File: config.mk
export PLATFORM = sky130hd
export DESIGN_NAME = tpin_io
export DESIGN_NICKNAME = d
export VERILOG_FILES = /design/src/rtl/tpin_pkg.sv /design/src/rtl/tpin_toggle.sv /design/src/rtl/tpin_edge_sync.sv /design/src/rtl/tpin_out_mux.sv /design/src/rtl/tpin_io.sv
export SDC_FILE = /design/constraint.sdc
export NUM_CORES = 1
export LEC_CHECK = 0
export ABC_AREA = 1
export BUFFER_PORTS_ARGS = -buffer_cell sky130_fd_sc_hd__buf_2
export CORE_AREA = 3 3 40 42
export CTS_CLUSTER_SIZE = 10
export DETAILED_ROUTE_END_ITERATION = 6
export DIE_AREA = 0 0 43 45
export PLACE_DENSITY = 0.31
export SKIP_CTS_REPAIR_TIMING = 1
export SYNTH_ARGS = -nofsm -noshare
export SYNTH_HDL_FRONTEND = slang
export SYNTH_SLANG_ARGS = --single-unit
export TNS_END_PERCENT = 50
File: constraint.sdc
create_clock -name clk -period 0.8 [get_ports clk]
set_input_delay 0.12 -clock clk [delete_from_list [all_inputs] [get_ports clk]]
set_output_delay 0.12 -clock clk [all_outputs]
set_load 0.01 [all_outputs]
File: src/rtl/tpin_pkg.sv
// Shared types for the timer-pair pin block.
package tpin_pkg;
    // Output waveform selection; the bit value is decoded by the output mux.
    typedef enum logic {
        OSEL_FIRST = 1'b0,
        OSEL_AND   = 1'b1
    } osel_e;
endpackage

File: src/rtl/tpin_toggle.sv
// Divide-by-2 flop: inverts its output on every underflow strobe.
// Assumes uf_stb is a synchronous single-cycle pulse.
module tpin_toggle (
    input  logic clk,
    input  logic rst_n,
    input  logic uf_stb,
    output logic wave
);
    // Invert the square wave on each strobe; hold otherwise.
    always_ff @(posedge clk) begin
        if (!rst_n)      wave <= 1'b0;
        else if (uf_stb) wave <= ~wave;
    end
endmodule

File: src/rtl/tpin_edge_sync.sv
// Brings an asynchronous pin level into clk through SYNC_STAGES flops, then
// flags synchronized rising edges with a one-cycle strobe.
// Assumes SYNC_STAGES >= 1; two or more are needed for metastability margin.
module tpin_edge_sync #(
    parameter int SYNC_STAGES = 2
) (
    input  logic clk,
    input  logic rst_n,
    input  logic pin_in,
    output logic rise_stb
);
    localparam int MSB = SYNC_STAGES - 1;

    logic [MSB:0] chain_q;
    logic         last_q;

    generate
        if (SYNC_STAGES > 1) begin : g_multi
            // Shift the pin level down the synchronizer chain.
            always_ff @(posedge clk) begin
                if (!rst_n) chain_q <= '0;
                else        chain_q <= {chain_q[MSB-1:0], pin_in};
            end
        end else begin : g_single
            // Single capture flop.
            always_ff @(posedge clk) begin
                if (!rst_n) chain_q <= '0;
                else        chain_q <= pin_in;
            end
        end
    endgenerate

    // Remember the previous synchronized level for edge detection.
    always_ff @(posedge clk) begin
        if (!rst_n) last_q <= 1'b0;
        else        last_q <= chain_q[MSB];
    end

    // A rising edge is a synchronized high following a synchronized low.
    always_comb rise_stb = chain_q[MSB] & ~last_q;
endmodule

File: src/rtl/tpin_out_mux.sv
// Chooses the pin drive value from the two square waves and gates it with the
// pin function bit. Purely combinational; the inputs come from flops.
module tpin_out_mux
    import tpin_pkg::*;
(
    input  logic  wave_first,
    input  logic  wave_second,
    input  osel_e sel,
    input  logic  pin_func,
    output logic  pin_out,
    output logic  pin_oe
);
    logic chosen;

    // Select either the first wave alone or the AND of both waves.
    always_comb begin
        unique case (sel)
            OSEL_AND: chosen = wave_first & wave_second;
            default:  chosen = wave_first;
        endcase
    end

    // Drive the pin and enable the driver only in the timer pin function.
    always_comb begin
        pin_oe  = pin_func;
        pin_out = pin_func & chosen;
    end
endmodule

File: src/rtl/tpin_io.sv
// Top level of the shared timer pin: two divide-by-2 flops, the output
// selection and the rising-edge count strobe for the second timer.
// Assumes the underflow strobes are single-cycle pulses in the clk domain.
module tpin_io
    import tpin_pkg::*;
#(
    parameter int SYNC_STAGES = 2
) (
    input  logic clk,
    input  logic rst_n,
    input  logic uf_first,
    input  logic uf_second,
    input  logic pin_in,
    input  logic pin_func_sel,
    input  logic out_sel,
    output logic pin_out,
    output logic pin_oe,
    output logic ext_cnt_stb
);
    localparam int NUM_TIMERS = 2;

    logic [NUM_TIMERS-1:0] uf_vec;
    logic [NUM_TIMERS-1:0] wave_vec;

    // Gather the underflow strobes; index 0 is the first timer.
    always_comb uf_vec = {uf_second, uf_first};

    generate
        for (genvar i = 0; i < NUM_TIMERS; i++) begin : g_tog
            tpin_toggle u_tog (
                .clk    (clk),
                .rst_n  (rst_n),
                .uf_stb (uf_vec[i]),
                .wave   (wave_vec[i])
            );
        end
    endgenerate

    tpin_out_mux u_mux (
        .wave_first  (wave_vec[0]),
        .wave_second (wave_vec[1]),
        .sel         (osel_e'(out_sel)),
        .pin_func    (pin_func_sel),
        .pin_out     (pin_out),
        .pin_oe      (pin_oe)
    );

    tpin_edge_sync #(.SYNC_STAGES(SYNC_STAGES)) u_edge (
        .clk      (clk),
        .rst_n    (rst_n),
        .pin_in   (pin_in),
        .rise_stb (ext_cnt_stb)
    );
endmodule

==> results.json <==
{
  "hold_class": "in -> reg",
  "cap_viol_max_count": 0,
  "cts_buffers": 3,
  "tightest_slew_ns": 0.0873,
  "tritoncts": "yes",
  "switchingPower_mw": 0.139,
  "irDropWorstVdd_mv": 0.607,
  "htreeDepth": 1,
  "core-area_um2": 1280,
  "cp-start-kind": "flip-flop",
  "place_congestion": 0.588,
  "cp_data_required_time_ns": 0.68,
  "ios": 10,
  "synth_warnings": 0,
  "switching_share_pct": 22.4,
  "diodes": 0,
  "crit_chain": "inv_1, a21oi_2, buf_2",
  "final_common_cell": "buf_2",
  "fmax_ghz": 1.04,
  "final_nets": 45,
  "rsz0062_at_grt": "yes",
  "drt.antenna.violating_nets": 0,
  "initial_utilization_pct": 14.0,
  "worst_slack_ns": -0.159,
  "grt-ovfl-total": 0,
  "slowest_delay_ns": 0.33,
  "slew_headroom_pct": 94.2,
  "violations": "negative setup slack",
  "clkLatencyLatePin_ns": 0.24,
  "ys_seq_area_share_pct": 55.6,
  "end_kind": "output pin",
  "crit_family": "flip-flops",
  "worst-setup-path-type": "reg -> out",
  "post-place-ws_ns": 0.0567,
  "syn_area_um2": 180,
  "dp_hpwl_um": 274,
  "mostFrequentLayoutCells": "9 x buf_2, 7 x nand2_1, 5 x inv_1, 5 x nor2_1",
  "yosysUniqueCellTypes": 6,
  "tns_ns": -0.270,
  "total_power_mw": 0.620,
  "dieArea_um2": 1940,
  "pwr-share-comb_pct": 8.6,
  "pwr-share-clk_pct": 47.2,
  "cts_sinks": 5,
  "p_int_mw": 0.481,
  "detail_route.first_pass.iterations": 2,
  "cp_slowest_cell": "dfxtp_2",
  "grt_start_max_net_pins": 6,
  "crit_buf_inv": 2,
  "report.final.slew_viol_count": 0,
  "fin_crit_ns": 0.959,
  "port_buffers": 9,
  "root_buffer": "clkbuf_4",
  "clockBufferDepth": 2,
  "route.detailed.drc": 0,
  "hold_viol_final": 0,
  "vias_per_cell": 3.21,
  "wl_per_cell_um": 6.71,
  "setup_viol": 2,
  "fp-row-count": 13,
  "clock_skew_ns": 0.0000436,
  "wl_um": 349,
  "status": "finished with violations",
  "syn-num-nets": 32,
  "drive_gt1_share_pct": 45.9,
  "syn_avg_cell_area_um2": 7.21,
  "antenna_found_initial": 0,
  "timing.final.crit_share_pct": 120,
  "drt_iter0_drc": 1,
  "path_max_fanout": 3,
  "power_density_nw_per_um2": 2270,
  "routed-via-count": 167,
  "grt_pass1_wl_um": 572,
  "leakage_nw": 0.156,
  "cp.arrival_ns": 0.84,
  "path_clk_slew_ns": 0.04,
  "areaGrowthSynthToFinish_pct": 51.4,
  "track_usage_pct": 4.91,
  "synthCells": 25,
  "die_y_um": 45,
  "pwr-share-seq_pct": 44.3,
  "grt_pass1_vias": 164,
  "ys_seq_elements": 5,
  "die_w_um": 43
}
## metrics by stage
| step | util, % | cell area [um^2] | hold WS (ns) | cells |
|---|---|---|---|---|
| 6_report | 21.2 | 273 | 0.0608 | 52 |
| 2_1_floorplan | - | 180 | 0.213 | 25 |
| 3_5_place_dp | 18.4 | 236 | 0.309 | 48 |
| 4_1_cts | 20.4 | 263 | 0.0518 | 52 |
| 3_3_place_gp | 18.4 | 236 | 0.304 | 48 |
| 5_1_grt | 21.2 | 273 | 0.0569 | 52 |
## final cells by class
type / count / area (um^2)
sequential: 5 / 104
fill: 149 / 1010
inverter: 5 / 18.8
clock buffer: 4 / 26.3
multi-input combinational: 14 / 60.1
timing repair buffer: 9 / 45.0
tap: 15 / 18.8
## routing by layer
layer  vias up  GRT usage (%)  routed length, um
li1         94              -                  -
met1        67           3.61                130
met2         6           5.99                176
met3         0           4.78                 42
met4         0           7.23                  0
met5         -              0                  0
## final timing paths
| path | start | end | slack, ns | depth (start not counted) |
|---|---|---|---|---|
| setup / recovery | g_tog[1].u_tog.wave | pin_out | -0.16 | 3 |
| hold reg to reg | u_edge.chain_q[0] | u_edge.chain_q[1] | 0.41 | 2 |
| setup reg to reg | g_tog[0].u_tog.wave | g_tog[0].u_tog.wave | 0.23 | 3 |
| hold / removal | pin_in | u_edge.chain_q[0] | 0.06 | 3 |
## kinds of logic (layout without fill, tap and decap cells)
family / count (synthesis) / after routing / share of synthesized area (%)
flops: 5 / 5 / 55.6
buf+inv: 6 / 18 / 14.6
compound gates: 1 / 1 / 2.78
simple gates: 13 / 13 / 27.1
## sequential cells by signal, indices dropped and copies added (netlist names)
signal	cells
u_edge.chain_q	2
g_tog.u_tog.wave	2
u_edge.last_q	1
## power by group through the flow
stage          clock [mW]  combinational (mW)  sequential (mW)
2_1_floorplan           0              0.0271            0.275
3_3_place_gp            0              0.0491            0.276
3_5_place_dp            0              0.0507            0.276
5_1_grt             0.324              0.0618            0.277
4_1_cts             0.311              0.0511            0.272
6_report            0.293              0.0530            0.274
## worst reg2reg max path, stage by stage (launching register included)
cell     delay (ns)
dfxtp_2        0.33
nand2_1        0.05
nand2_1        0.05
nor2_1         0.03
## synthesized netlist by cell type
master	n	area, um^2
a21oi_1	1	5.00
nand2_1	8	30.0
nor2_1	5	18.8
inv_1	5	18.8
buf_4	1	7.51
dfxtp_1	5	100
No activity file was read; power rests on OpenSTA's default activity.
